$ cat src/rtl/supply_guard_pkg.sv
// Package: shared register map, field positions, key values and unlock
// states for the brown-out reset control unit.
package supply_guard_pkg;
    localparam int DATA_W = 8;

    // Register addresses on the block's bus
    localparam int ADDR_CTRL = 0;
    localparam int ADDR_STAT = 1;
    localparam int ADDR_KEY  = 2;

    // Control register field positions
    localparam int CB_LVL   = 0;
    localparam int CB_RE0   = 2;
    localparam int CB_RE1   = 3;
    localparam int CB_EN1   = 6;
    localparam int CB_KEEP1 = 7;

    // Status register field positions
    localparam int SB_FLAG0 = 1;
    localparam int SB_FLAG1 = 2;

    // Reset value and writable-bit mask of the control register
    localparam logic [DATA_W-1:0] CTRL_RST   = 8'h40;
    localparam logic [DATA_W-1:0] CTRL_WMASK = 8'hCD;

    // Unlock key bytes
    localparam logic [DATA_W-1:0] KEY_FIRST  = 8'h55;
    localparam logic [DATA_W-1:0] KEY_SECOND = 8'hAA;

    typedef enum logic [1:0] {
        UL_IDLE = 2'd0,
        UL_HALF = 2'd1,
        UL_OPEN = 2'd2
    } unlock_state_t;
endpackage

$ cat src/rtl/sg_sync.sv
// Module: sg_sync
// Multi-flop synchronizer for one asynchronous level input.
// Assumes: STAGES >= 2; the input is a slow level (a comparator output),
// so no pulse-capture logic is needed. Output resets to 0.
module sg_sync #(
    parameter int STAGES = 2
) (
    input  logic clk,
    input  logic rst_n,
    input  logic d,
    output logic q
);
    logic [STAGES-1:0] chain_q;

    // Shift the raw level through the flop chain
    always_ff @(posedge clk) begin
        if (!rst_n) chain_q <= '0;
        else        chain_q <= {chain_q[STAGES-2:0], d};
    end

    assign q = chain_q[STAGES-1];
endmodule

$ cat src/rtl/sg_unlock.sv
// Module: sg_unlock
// Key-sequence tracker for protected writes. The first key byte, then the
// second key byte on the next cycle, opens the gate. The gate closes on
// any following write, whatever its address.
// Assumes: at most one bus write per cycle; wr_key implies wr_any.
module sg_unlock
    import supply_guard_pkg::*;
(
    input  logic              clk,
    input  logic              rst_n,
    input  logic              wr_any,
    input  logic              wr_key,
    input  logic [DATA_W-1:0] wdata,
    output logic              armed
);
    unlock_state_t state_q, state_d;
    logic first_hit, second_hit;

    assign first_hit  = wr_key && (wdata == KEY_FIRST);
    assign second_hit = wr_key && (wdata == KEY_SECOND);

    // Next-state logic for the key sequence
    always_comb begin
        state_d = state_q;
        unique case (state_q)
            UL_IDLE: if (first_hit) state_d = UL_HALF;
            UL_HALF: begin
                if (second_hit)     state_d = UL_OPEN;
                else if (first_hit) state_d = UL_HALF;
                else                state_d = UL_IDLE;
            end
            UL_OPEN: if (wr_any) state_d = first_hit ? UL_HALF : UL_IDLE;
            default: state_d = UL_IDLE;
        endcase
    end

    // State register
    always_ff @(posedge clk) begin
        if (!rst_n) state_q <= UL_IDLE;
        else        state_q <= state_d;
    end

    assign armed = (state_q == UL_OPEN);

    // the gate opens only right after first byte then second byte
    a_r3_open_after_keys: assert property (@(posedge clk) disable iff (!rst_n)
        $rose(armed) |-> $past(state_q == UL_HALF && wr_key && wdata == KEY_SECOND));
    // any write while open consumes or cancels the unlock
    a_r4_single_use: assert property (@(posedge clk) disable iff (!rst_n)
        armed && wr_any |=> !armed);
endmodule

$ cat src/rtl/sg_stretch.sv
// Module: sg_stretch
// Stretches a one-cycle trigger into a request exactly LEN cycles long,
// starting in the cycle after the trigger edge. A new trigger reloads it.
// Assumes: LEN >= 1.
module sg_stretch #(
    parameter int LEN = 16
) (
    input  logic clk,
    input  logic rst_n,
    input  logic trig,
    output logic active
);
    localparam int CW = $clog2(LEN + 1);
    logic [CW-1:0] cnt_q;

    // Load on trigger, otherwise count down to zero
    always_ff @(posedge clk) begin
        if (!rst_n)           cnt_q <= '0;
        else if (trig)        cnt_q <= CW'(LEN);
        else if (cnt_q != '0) cnt_q <= cnt_q - 1'b1;
    end

    assign active = (cnt_q != '0);

    // counter never exceeds the stretch length
    a_r8_len_bound: assert property (@(posedge clk) disable iff (!rst_n)
        cnt_q <= CW'(LEN));
    // a trigger always yields an active request next cycle
    a_r8_trig_starts: assert property (@(posedge clk) disable iff (!rst_n)
        trig |=> active);
endmodule

$ cat src/rtl/supply_guard.sv
// Module: supply_guard (top)
// Brown-out reset control: protected control register, sticky W1C
// brown-out flags, masking of channel 1 by enable and power-down, and a
// stretched reset request on a flag's 0->1 edge with its reset enabled.
// Assumes: nv_level is stable while rst_n is low; the comparator inputs
// are asynchronous levels; rst_req is not fed back to rst_n of this block.
module supply_guard
    import supply_guard_pkg::*;
#(
    parameter int ADDR_W      = 2,
    parameter int SYNC_STAGES = 2,
    parameter int REQ_CYCLES  = 16
) (
    input  logic              clk,
    input  logic              rst_n,
    input  logic              bus_we,
    input  logic [ADDR_W-1:0] bus_addr,
    input  logic [DATA_W-1:0] bus_wdata,
    output logic [DATA_W-1:0] bus_rdata,
    input  logic              pd_mode,
    input  logic              nv_level,
    input  logic              det0_low,
    input  logic              det1_low,
    output logic              lvl_sel,
    output logic              det1_power,
    output logic              rst_req
);
    localparam int NDET = 2;

    logic [DATA_W-1:0] ctrl_q;
    logic              flag0_q, flag1_q;
    logic [NDET-1:0]   det_raw, det_sync;
    logic              sel_ctrl, sel_stat, sel_key;
    logic              armed, ctrl_wr, stat_wr;
    logic              clr0, clr1, set0, set1, det1_live, trig;

    assign sel_ctrl = (bus_addr == ADDR_W'(ADDR_CTRL));
    assign sel_stat = (bus_addr == ADDR_W'(ADDR_STAT));
    assign sel_key  = (bus_addr == ADDR_W'(ADDR_KEY));

    // Synchronizers, one per comparator channel
    assign det_raw = {det1_low, det0_low};
    for (genvar g = 0; g < NDET; g++) begin : g_sync
        sg_sync #(.STAGES(SYNC_STAGES)) u_sync (
            .clk(clk), .rst_n(rst_n), .d(det_raw[g]), .q(det_sync[g])
        );
    end

    sg_unlock u_unlock (
        .clk(clk), .rst_n(rst_n),
        .wr_any(bus_we), .wr_key(bus_we && sel_key),
        .wdata(bus_wdata), .armed(armed)
    );

    assign ctrl_wr = bus_we && sel_ctrl && armed;
    assign stat_wr = bus_we && sel_stat;

    // Control register: reset value with level select taken from the option bit
    always_ff @(posedge clk) begin
        if (!rst_n)       ctrl_q <= CTRL_RST | {{(DATA_W-1){1'b0}}, nv_level};
        else if (ctrl_wr) ctrl_q <= bus_wdata & CTRL_WMASK;
    end

    assign det1_live = ctrl_q[CB_EN1] && (!pd_mode || ctrl_q[CB_KEEP1]);
    assign set0 = det_sync[0];
    assign set1 = det_sync[1] && det1_live;
    assign clr0 = stat_wr && bus_wdata[SB_FLAG0];
    assign clr1 = stat_wr && bus_wdata[SB_FLAG1];

    // Sticky flags: hardware set has priority over software clear
    always_ff @(posedge clk) begin
        if (!rst_n) begin
            flag0_q <= 1'b0;
            flag1_q <= 1'b0;
        end else begin
            flag0_q <= set0 || (flag0_q && !clr0);
            flag1_q <= set1 || (flag1_q && !clr1);
        end
    end

    // Reset trigger: a flag's 0->1 edge with its reset enable on
    assign trig = (set0 && !flag0_q && ctrl_q[CB_RE0]) ||
                  (set1 && !flag1_q && ctrl_q[CB_RE1]);

    sg_stretch #(.LEN(REQ_CYCLES)) u_stretch (
        .clk(clk), .rst_n(rst_n), .trig(trig), .active(rst_req)
    );

    // Read mux
    always_comb begin
        bus_rdata = '0;
        if (sel_ctrl)      bus_rdata = ctrl_q;
        else if (sel_stat) begin
            bus_rdata[SB_FLAG0] = flag0_q;
            bus_rdata[SB_FLAG1] = flag1_q;
        end
    end

    assign lvl_sel    = ctrl_q[CB_LVL];
    assign det1_power = det1_live;

    // control register changes only on an unlocked control write
    a_r2_ctrl_protected: assert property (@(posedge clk) disable iff (!rst_n)
        !$stable(ctrl_q) |-> $past(armed && bus_we && sel_ctrl));
    // reserved control bits stay zero
    a_r5_reserved_zero: assert property (@(posedge clk) disable iff (!rst_n)
        (ctrl_q & ~CTRL_WMASK) == '0);
    // a set flag without a clear write stays set
    a_r7_sticky: assert property (@(posedge clk) disable iff (!rst_n)
        flag0_q && !(bus_we && sel_stat && bus_wdata[SB_FLAG0]) |=> flag0_q);
    // flag 0 rising with its reset enable raises the request
    a_r8_req_on_set: assert property (@(posedge clk) disable iff (!rst_n)
        $rose(flag0_q) && $past(ctrl_q[CB_RE0]) |-> rst_req);
    // a request only starts together with a flag edge
    a_r9_req_has_cause: assert property (@(posedge clk) disable iff (!rst_n)
        $rose(rst_req) |-> ($rose(flag0_q) || $rose(flag1_q)));
    // flag 1 can only rise while channel 1 is enabled
    a_r10_det1_enabled: assert property (@(posedge clk) disable iff (!rst_n)
        $rose(flag1_q) |-> $past(ctrl_q[CB_EN1]));
    // flag 1 cannot rise in power-down without keep-alive
    a_r11_pd_mask: assert property (@(posedge clk) disable iff (!rst_n)
        $rose(flag1_q) |-> $past(!pd_mode || ctrl_q[CB_KEEP1]));
endmodule

$ cat config.mk
export PLATFORM = sky130hd
export DESIGN_NAME = supply_guard
export DESIGN_NICKNAME = d
export VERILOG_FILES = /design/src/rtl/supply_guard_pkg.sv /design/src/rtl/sg_sync.sv /design/src/rtl/sg_unlock.sv /design/src/rtl/sg_stretch.sv /design/src/rtl/supply_guard.sv
export SDC_FILE = /design/constraint.sdc
export NUM_CORES = 1
export LEC_CHECK = 0
export ABC_AREA = 1
export BUFFER_PORTS_ARGS = -buffer_cell sky130_fd_sc_hd__buf_4
export CORE_MARGIN = 2
export CORE_UTILIZATION = 25
export DETAILED_ROUTE_END_ITERATION = 6
export GPL_TIMING_DRIVEN = 0
export PLACE_DENSITY = 0.54
export SETUP_SLACK_MARGIN = 0.1
export SLEW_MARGIN = 20
export SYNTH_ARGS = -nofsm -noshare
export SYNTH_HDL_FRONTEND = slang
export SYNTH_SLANG_ARGS = --single-unit
export TNS_END_PERCENT = 1
$ cat constraint.sdc
create_clock -name clk -period 1 [get_ports clk]
set_input_delay 0.05 -clock clk [delete_from_list [all_inputs] [get_ports clk]]
set_output_delay 0.05 -clock clk [all_outputs]
set_load 0.05 [all_outputs]
# Word level (Yosys, flattened, before mapping)
# Cells that the tools add are included.
[totals]
regBits = 18
latch_bits = 0
ram_bits = 0
mem_bits_ro = 0
in_bits = 17
out_inout_bits = 11
memories = 0
[classes]
add_sub_neg = 1
mul = 0
div_mod_pow = 0
order_cmp = 0
eq_ne = 9
shifts = 0
n_mux = 13
bitwise_logic = 1
reduce_logical = 31
[ops]
columns = ["cell", "n"]
rows = [
  ["logical AND 1 bit", 16],
  ["two-way mux 5 bit", 3],
  ["two-way mux 2 bit", 5],
  ["equality test 8 x 7 -> 1 bit, second input constant", 1],
  ["equality test 8 bit, second input constant", 1],
  ["case mux 2 bit (3 select lines)", 1],
  ["logical NOT 1 bit", 5],
  ["nonzero test 5 bit", 1],
  ["subtractor 5 x 1 -> 5 bit, second input constant", 1],
  ["equality test 2 x 1 -> 1 bit, second input constant", 2],
  ["equality test 2 bit, second input constant", 2],
  ["logical NOT 2 bit", 2],
  ["logical OR 1 bit", 4],
  ["two-way mux 1 bit", 4],
  ["!= test 2 x 1 -> 1 bit, second input constant", 2],
  ["!= test 2 bit, second input constant", 1],
  ["AND reduction 2 bit", 1],
  ["nonzero test 2 bit", 1],
  ["OR reduction 2 bit", 1],
  ["NOT 1 bit", 1],
]

# Longest topological paths before layout
# Gate-level depths: netlist of run 1.
[depth]
word_depth = 8
depth_mapped = 7
mapped_depth_nobuf = 7

# Hierarchy
# A second synthesis of run 1 with hierarchy kept.
[unflattened]
cells_unflattened = 137
hier_area_um2 = 910.9
[modules_own_cells]
columns = ["module", "instances", "cells_per_inst", "area_per_inst_um2", "seq_area_each_um2"]
rows = [
  ["supply_guard", 1, 62, 397.9, 150.1],
  ["sg_stretch", 1, 34, 247.7, 100.1],
  ["sg_unlock", 1, 29, 155.1, 40.0],
  ["sg_sync", 2, 6, 55.1, 40.0],
]

# Least setup slack after synthesis of run 1
# Ideal clock, no wire load.
[synth_path]
kind = "reg2reg"
start = "register ctrl_q[6]"
end = "register flag1_q"
t_arrival_ns = 1.409
path_slack_ns = -0.479
path_stages_with_launch = 5
path_cell_list = "dfxtp_1 > inv_1 > a21oi_1 > nand2_1 > a21oi_1"
[synth_via]
elab_chain_len = 3
[synth_lines]
columns = ["element", "line_no", "rtl"]
rows = [
  ["start: declaration", "supply_guard.sv:30", "logic [DATA_W-1:0] ctrl_q;"],
  ["start signal: assignment", "supply_guard.sv:60", "if (!rst_n) ctrl_q <= CTRL_RST | {{(DATA_W-1){1'b0}}, nv_level};"],
  ["start signal: assignment", "supply_guard.sv:61", "else if (ctrl_wr) ctrl_q <= bus_wdata & CTRL_WMASK;"],
  ["logical AND 1 bit", "supply_guard.sv:64", "assign det1_live = ctrl_q[CB_EN1] && (!pd_mode || ctrl_q[CB_KEEP1]);"],
  ["named net det1_power", "supply_guard.sv:25", "output logic det1_power,"],
  ["logical AND 1 bit", "supply_guard.sv:66", "assign set1 = det_sync[1] && det1_live;"],
  ["logical OR 1 bit", "supply_guard.sv:77", "flag1_q <= set1 || (flag1_q && !clr1);"],
  ["end signal: assignment", "supply_guard.sv:77", ""],
  ["end: declaration", "supply_guard.sv:31", "logic flag0_q, flag1_q;"],
]
# The timed path passes the listed nets, and every way through them passes these cells.
# A chain may end at the register's enable or synchronous reset.

# Final worst setup path of run 1
[layout_path]
start = "register u_stretch.cnt_q[0]"
end = "output rst_req"
[layout_via]
elab_chain_len = 1
[layout_lines]
columns = ["element", "line_no", "rtl"]
rows = [
  ["start: declaration", "sg_stretch.sv:14", "logic [CW-1:0] cnt_q;"],
  ["start signal: assignment", "sg_stretch.sv:19", "else if (trig) cnt_q <= CW'(LEN);"],
  ["start signal: assignment", "sg_stretch.sv:20", "else if (cnt_q != '0) cnt_q <= cnt_q - 1'b1;"],
  ["nonzero test 5 bit", "sg_stretch.sv:23", "assign active = (cnt_q != '0);"],
  ["end: declaration", "supply_guard.sv:26", "output logic rst_req"],
]
# No other way between the ends.

==> flow_summary.rst, run 1 <==
.. list-table::
   :header-rows: 1

   * - Metric
     - Value
   * - Outcome
     - finished, violations left
   * - Failing checks
     - negative setup slack
   * - Final global-route overflow total
     - 0
   * - Part of the total power dissipated in sequential elements
     - 34.0%
   * - Reported leakage power
     - 0.000681 uW
   * - Vias post-DR
     - 917
   * - Die span in y
     - 64.4 microns
   * - Cell-internal power
     - 1560 uW
   * - RSZ-0062 raised after global routing
     - yes
   * - Netlist area before placement
     - 911 sq um
   * - Share of the cycle needed by the critical path after routing
     - 129%
   * - Area inside the core boundary
     - 0.00342 sq mm
   * - CP max stage delay
     - 0.34 ns
   * - Leading cell types by total area after synthesis
     - sky130_fd_sc_hd__dfxtp_1 (37%), sky130_fd_sc_hd__nand2_1 (11%), sky130_fd_sc_hd__inv_1 (9.5%)
   * - Detailed-route wire length
     - 2.28 mm
   * - Worst IR Drop VDD
     - 0.543 mV
   * - Routability cong.
     - 0.761
   * - Number of antenna violations at the first check in global routing
     - 0
   * - H-tree lvl count
     - 1
   * - Worst Path Required
     - 0.95 ns
   * - Number of nets in the final layout
     - 191
   * - Final setup violation count
     - 14
   * - Most frequent cells in the layout
     - sky130_fd_sc_hd__nand2_1 (24), sky130_fd_sc_hd__buf_4 (24), sky130_fd_sc_hd__inv_1 (17)
   * - Element type at the critical path start
     - flip-flop
   * - Utilization after layout
     - 41.0%
   * - Number of distinct library cells after synthesis
     - 21
   * - Critical path fanouts, max
     - 2
   * - Clock transition at path regs
     - 0.10 ns
   * - Die span in x
     - 64.4 microns
   * - Flip-flop and latch count after synthesis
     - 18
   * - Count of nets left with antenna violations after detail routing
     - 0
   * - Starting utilization of the core area
     - 26.7%
   * - Antenna Diode Count
     - 0
   * - Top cell type's share of synthesized area
     - 37.4%
   * - Psw
     - 919 uW
   * - Boundary pin count
     - 28
   * - Final WS setup
     - -0.295 ns
   * - Number of max-slew violations in the final report
     - 0
   * - Master cell of the clock root buffer
     - sky130_fd_sc_hd__clkbuf_4
   * - Net switching share of the total power
     - 37.1%
   * - Cell chain of the critical path
     - inv_2 > ha_4 > nand3_4 > nor2_4 > inv_6 > buf_8
   * - Area growth from synthesis to layout
     - 53.8%
   * - Worst setup skew after layout
     - 0.00865 ns
   * - Max-cap violations
     - 0
   * - Overall power
     - 2470 uW
   * - CTS tree
     - yes
   * - Number of detailed-routing iterations run before antenna repair
     - 4
   * - Placed Cells
     - 205
   * - Slowest CP cell
     - sky130_fd_sc_hd__dfxtp_2
   * - Post-Synthesis Mean Instance Area
     - 6.85 sq um
   * - DRC violation count after routing
     - 0
   * - Worst-case hold slack
     - 0.00571 ns
   * - Share of the yosys chip area belonging to registers
     - 40.7%
   * - Total clock buffers created by CTS
     - 3
   * - Cell Pwr Density
     - 1770 mW/mm^2
   * - Number of I/O port buffers
     - 25
   * - Pin count of the biggest net entering global routing
     - 11
   * - Latest clock arrival within the worst-skew pair
     - 0.31 ns
   * - Summed area of non-filler cells in the final layout
     - 0.00140 sq mm
   * - Count of warnings emitted by yosys
     - 0
   * - Wire length of the first global-routing pass
     - 3.83 mm
   * - Cell row count
     - 21
   * - DP Area
     - 0.00121 sq mm
   * - DRC violation total after the first TritonRoute iteration
     - 29
   * - Final routed wire length divided by cell count
     - 10.4 microns
   * - Final critical path time including I/O delays and setup
     - 1.29 ns
   * - Element type at the critical path end
     - output port
   * - Post-Synthesis Cells
     - 133
   * - Worst EP arrival
     - 1.24 ns
   * - Classification of the worst-slack hold path
     - in2reg
   * - Max clock buf depth
     - 2
   * - HPWL Detailed
     - 1.66 mm
   * - Number of clock sinks seen by CTS
     - 18
   * - Share of total power in combinational logic
     - 46.9%
   * - Vias per cell
     - 4.21
   * - Number of hold violations in the final report
     - 0
   * - Tot GR Track Use
     - 11.8%
   * - Share of final-layout standard cells stronger than drive strength 1
     - 43.6%
   * - Part of the total power dissipated in the clock network
     - 19.0%
   * - Full die area
     - 0.00414 sq mm
   * - Filler-free cell count of the finished design
     - 218
   * - Library cell occupying the most area in the post-synthesis netlist
     - sky130_fd_sc_hd__dfxtp_1
   * - Max Freq
     - 772 MHz
   * - Via count of the first global-routing pass
     - 931
   * - Critical path type
     - reg2out
[state kept, by name, indices dropped and copies added, names as in the netlist]
| register | count |
|---|---|
| flag1_q | 1 |
| ctrl_q | 5 |
| flag0_q | 1 |
| u_stretch.cnt_q | 5 |
| g_sync.u_sync.chain_q | 4 |
| u_unlock.state_q | 2 |
[kinds of logic (layout without fill, tap and decap cells)]
| group | after synthesis | in the layout | share of synthesized area (%) |
|---|---|---|---|
| buffers and inverters | 31 | 69 | 13.7 |
| flip-flops | 18 | 18 | 40.7 |
| XOR/XNOR | 2 | 2 | 1.92 |
| AND/OR/NAND/NOR | 66 | 66 | 34.2 |
| adder cells (fa/ha/maj) | 1 | 1 | 1.37 |
| other | 1 | 2 | 0.412 |
| AO/OA/AOI/OAI | 14 | 14 | 7.69 |
[critical path, delay by kind of cell, from the launching register on]
family,cells,cell delay (ns)
buffers and inverters,3,0.25
adder cells (fa/ha/maj),1,0.15
AND/OR/NAND/NOR,2,0.21
flip-flops,1,0.34
[final cells by class]
| cell class | instances | area (sq um) |
|---|---|---|
| fillers | 362 | 2010 |
| flip-flops and latches | 18 | 382 |
| multi-input cells | 85 | 490 |
| repair buffers | 34 | 303 |
| inverters | 28 | 113 |
| well taps | 46 | 57.6 |
| plain buffers | 3 | 20.0 |
| clock buffers | 4 | 36.3 |
[power groups by stage]
| stage | combinational, uW | clock (uW) | sequential [uW] |
|---|---|---|---|
| 6_report | 1160 | 471 | 842 |
| 3_5_place_dp | 839 | 0 | 853 |
| 2_1_floorplan | 632 | 0 | 861 |
| 4_1_cts | 1110 | 480 | 843 |
| 5_1_grt | 1270 | 515 | 852 |
| 3_3_place_gp | 818 | 0 | 851 |
[final timing paths]
check | startpoint | to | slack, ns | depth (start not counted)
max reg2reg | u_stretch.cnt_q[0]$_SDFFE_PP0P_ | u_stretch.cnt_q[0]$_SDFFE_PP0P_ | -0.18 | 8
min | bus_wdata[7] | ctrl_q[7]$_SDFFE_PN0P_ | 0.006 | 3
min reg2reg | g_sync[1].u_sync.chain_q[0]$_SDFF_PN0_ | g_sync[1].u_sync.chain_q[1]$_SDFF_PN0_ | 0.42 | 2
max | u_stretch.cnt_q[0]$_SDFFE_PP0P_ | rst_req | -0.29 | 6
[synth_stat cells]
cell type,number
sky130_fd_sc_hd__a21oi_1,8
sky130_fd_sc_hd__buf_2,1
sky130_fd_sc_hd__buf_4,2
sky130_fd_sc_hd__conb_1,1
sky130_fd_sc_hd__dfxtp_1,17
sky130_fd_sc_hd__edfxtp_1,1
sky130_fd_sc_hd__ha_1,1
sky130_fd_sc_hd__inv_1,23
sky130_fd_sc_hd__inv_2,5
sky130_fd_sc_hd__nand2_1,26
sky130_fd_sc_hd__nand2_2,1
sky130_fd_sc_hd__nand2_4,1
sky130_fd_sc_hd__nand3_1,10
sky130_fd_sc_hd__nand3_2,1
sky130_fd_sc_hd__nand4_1,3
sky130_fd_sc_hd__nor2_1,16
sky130_fd_sc_hd__nor2_2,4
sky130_fd_sc_hd__nor2_4,2
sky130_fd_sc_hd__nor3_1,2
sky130_fd_sc_hd__o21ai_1,6
sky130_fd_sc_hd__xor2_1,2
[per-layer routing]
metal / up-vias / track usage (%) / part of all wire (%)
met1: 410 / 13.2 / 42
met4: 0 / 3.99 / 1.6
li1: 482 / - / -
met5: - / 0 / 0
met2: 20 / 21.9 / 52
met3: 5 / 2.46 / 4.5
[metrics by stage]
step	TNS, ns	worst slack (ns)
after floorplan	-0.513	-0.0983
after global placement	-0.320	-0.0663
after detailed placement	-0.417	-0.0809
after CTS	-1.31	-0.300
after global routing	-2.36	-0.354
final	-1.33	-0.295
[repair_timing]
action | in CTS | in global routing
resized for setup | 26 | 4
pin swaps | 6 | 1
setup endpoints to repair | 19 | 20
buffers inserted | 5 | 0
hold endpoints to repair | 4 | 0
hold buffers | 4 | 0
Note: power is estimated with default switching activity, not from simulation.
==> run 2: changes to the inputs <==
CORE_ASPECT_RATIO = 0.6   (was default)
CTS_BUF_LIST = sky130_fd_sc_hd__clkbuf_4   (was default)
CTS_CLUSTER_DIAMETER = 120   (was default)
==> run 2 against run 1 <==
The flow finishes with violations (negative hold slack, negative setup slack). Largest cell class unchanged. Core utilization grew 0.19 points. Sequential power grew 0.6%. Via count shrank 2.4%. Maximum frequency grew 1.1%. Global-route usage shrank 0.57 points. Routed wire length shrank 6.9%. Combinational power shrank 6%. First-iteration DRC count grew 86%. Sequential share of layout area grew 0.20 points. Total power shrank 5.6%.
==> flow_summary.rst, run 2 (synthesis results as in run 1) <==
.. list-table::
   :header-rows: 1

   * - Metric
     - Value
   * - Number of max-slew violations in the final report
     - 0 (unchanged)
   * - Area inside the core boundary
     - 0.00336 sq mm (-1.5%)
   * - Global routing usage on met2
     - 17.6% (-4.3 points)
   * - Latest clock arrival within the worst-skew pair
     - 0.30 ns (about the same)
   * - Via count of the first global-routing pass
     - 832 (-11%)
   * - Master cell of the clock root buffer
     - sky130_fd_sc_hd__clkbuf_4
   * - Worst IR Drop VDD
     - 0.618 mV (+14%)
   * - Classification of the worst-slack hold path
     - in2reg
   * - Tot GR Track Use
     - 11.2% (-0.57 points)
   * - Number of clock sinks seen by CTS
     - 18 (unchanged)
   * - Die span in x
     - 81.9 microns (+27%)
   * - DRC violation count after routing
     - 0 (unchanged)
   * - Boundary pin count
     - 28 (unchanged)
   * - Pre-CTS setup slack
     - -0.0943 ns (-0.0134 ns)
   * - Wire length of the first global-routing pass
     - 3.57 mm (-6.7%)
   * - Routability cong.
     - 0.725 (-4.6%)
   * - Starting utilization of the core area
     - 27.1% (+0.42 points)
   * - Worst EP arrival
     - 1.23 ns (about the same)
   * - Antenna Diode Count
     - 0 (unchanged)
   * - Final critical path time including I/O delays and setup
     - 1.28 ns (-0.0136 ns)
   * - RSZ-0062 raised after global routing
     - yes
   * - Final WS setup
     - -0.281 ns (+0.0136 ns)
   * - Reported leakage power
     - 0.000669 uW (-1.7%)
   * - Share of the cycle needed by the critical path after routing
     - 128% (-1.4 points)
   * - Worst Path Required
     - 0.95 ns (about the same)
   * - Element type at the critical path start
     - flip-flop
   * - Share of final-layout standard cells stronger than drive strength 1
     - 44.1% (+0.51 points)
   * - Worst-case hold slack
     - -0.000214 ns (-0.00592 ns)
   * - Total clock buffers created by CTS
     - 3 (unchanged)
   * - Vias per cell
     - 4.16 (-1.0%)
   * - Number of I/O port buffers
     - 25 (unchanged)
   * - Critical path type
     - reg2out
   * - H-tree lvl count
     - 1 (unchanged)
   * - Most heavily used metal layer in global routing
     - met2
   * - R2r startpoint
     - u_stretch.cnt_q[0]$_SDFFE_PP0P_
   * - Critical path fanouts, max
     - 2 (unchanged)
   * - Number of antenna violations at the first check in global routing
     - 0 (unchanged)
   * - Detailed-route wire length
     - 2.12 mm (-6.9%)
   * - Full die area
     - 0.00416 sq mm (+0.38%)
   * - GRT met1 Usage
     - 15.1% (+2.0 points)
   * - Max clock buf depth
     - 2 (unchanged)
   * - Number of hold violations in the final report
     - 1 (+1)
   * - HPWL Detailed
     - 1.69 mm (+1.5%)
   * - Max Freq
     - 780 MHz (+1.1%)
   * - Outcome
     - finished, violations left
   * - DRC violation total after the first TritonRoute iteration
     - 54 (+86%)
   * - Critical path launch point
     - u_stretch.cnt_q[0]$_SDFFE_PP0P_
   * - Count of nets left with antenna violations after detail routing
     - 0 (unchanged)
   * - Worst setup skew after layout
     - 0.0103 ns (+0.00161 ns)
   * - Most frequent cells in the layout
     - sky130_fd_sc_hd__nand2_1 (24), sky130_fd_sc_hd__buf_4 (22), sky130_fd_sc_hd__inv_1 (17)
   * - Pin count of the biggest net entering global routing
     - 11 (unchanged)
   * - Summed area of non-filler cells in the final layout
     - 0.00139 sq mm (-1.1%)
   * - Number of nets in the final layout
     - 189 (-1.0%)
   * - Largest registers ranked by flip-flop count
     - ctrl_q (5), u_stretch.cnt_q (5), g_sync.u_sync.chain_q (4)
   * - Vias post-DR
     - 895 (-2.4%)
   * - Failing checks
     - negative hold slack, negative setup slack
   * - Max-cap violations
     - 0 (unchanged)
   * - Final global-route overflow total
     - 0 (unchanged)
   * - Filler-free cell count of the finished design
     - 215 (-1.4%)
   * - Cell chain of the critical path
     - inv_2 > ha_4 > nand3_4 > nor2_4 > inv_6 > buf_8
   * - Launch point of the worst hold path
     - bus_wdata[7]
   * - Fill count
     - 346 (-4.4%)
   * - CP max stage delay
     - 0.33 ns (about the same)
   * - Most common cell after layout, fill and taps aside
     - sky130_fd_sc_hd__nand2_1
   * - Overall power
     - 2340 uW (-5.6%)
   * - Met3 demand-to-capacity share in global routing
     - 4.32% (+1.9 points)
   * - Slowest CP cell
     - sky130_fd_sc_hd__dfxtp_2
   * - Cell Pwr Density
     - 1690 mW/mm^2 (-4.5%)
   * - Placed Cells
     - 204 (-0.49%)
   * - CTS tree
     - yes
   * - Die span in y
     - 50.8 microns (-21%)
   * - Area growth from synthesis to layout
     - 52.2%
   * - DP Area
     - 0.00121 sq mm (-0.10%)
   * - Clock transition at path regs
     - 0.10 ns (about the same)
   * - Cell row count
     - 16 (-24%)
   * - Final setup violation count
     - 13 (-1)
   * - Element type at the critical path end
     - output port
   * - Number of detailed-routing iterations run before antenna repair
     - 4 (unchanged)
   * - Final routed wire length divided by cell count
     - 9.85 microns (-5.6%)
==> run 2: metal layers <==
| layer | vias to the layer above | part of all wire, % |
|---|---|---|
| li1 | 482 | - |
| met1 | 397 | 50 |
| met2 | 14 | 44 |
| met3 | 2 | 5.4 |
| met4 | 0 | 0.47 |
| met5 | - | 0 |
==> run 2: report_power, final <==
part           internal (uW)  total [uW]  switching [uW]
clock network            182         401             218
registers                802         847            44.8
logic                    495        1090             595
total                   1480        2340             858
==> run 2: final timing paths <==
path | slack, ns | endpoint | cells past startpoint
worst max-delay path | -0.28 | rst_req | 6
worst min-delay path | -0.0002 | ctrl_q[7]$_SDFFE_PN0P_ | 3
worst max register to register | -0.17 | u_stretch.cnt_q[1]$_SDFFE_PP0P_ | 8
worst min register to register | 0.42 | g_sync[0].u_sync.chain_q[1]$_SDFF_PN0_ | 2
==> run 2: per-stage QoR <==
stage	util, %	hold slack [ns]	setup TNS [ns]
after floorplan	-	0.148	-0.513
after global placement	35.9	0.230	-0.355
after detailed placement	35.9	0.235	-0.468
after CTS	40.4	0.0000144	-1.22
after global routing	41.2	0.0142	-2.30
final	41.2	-0.000214	-1.14
==> run 2: what timing repair did <==
item                                    in CTS  in global routing
endpoints found under the hold margin        3                  0
resized for setup                           24                  7
hold buffers                                 3                  0
buffers inserted                             4                  0
pin swaps                                    5                  1
endpoints found under the setup margin      19                 20
==> run 2: cell type report <==
type	instances	area (sq um)	area share [%]
multi-input cells	85	500	36.1
inverters	28	110	7.94
repair buffers	32	289	20.8
clock buffers	4	30.0	2.17
well taps	45	56.3	4.06
plain buffers	3	20.0	1.44
flip-flops and latches	18	380	27.4
==> run 2: worst max-delay path: cells and delay by family, from the launching register on <==
kind / cells / cell delay [ns]
flip-flops: 1 / 0.33
adder cells (fa/ha/maj): 1 / 0.15
AND/OR/NAND/NOR: 2 / 0.21
buffers and inverters: 3 / 0.25
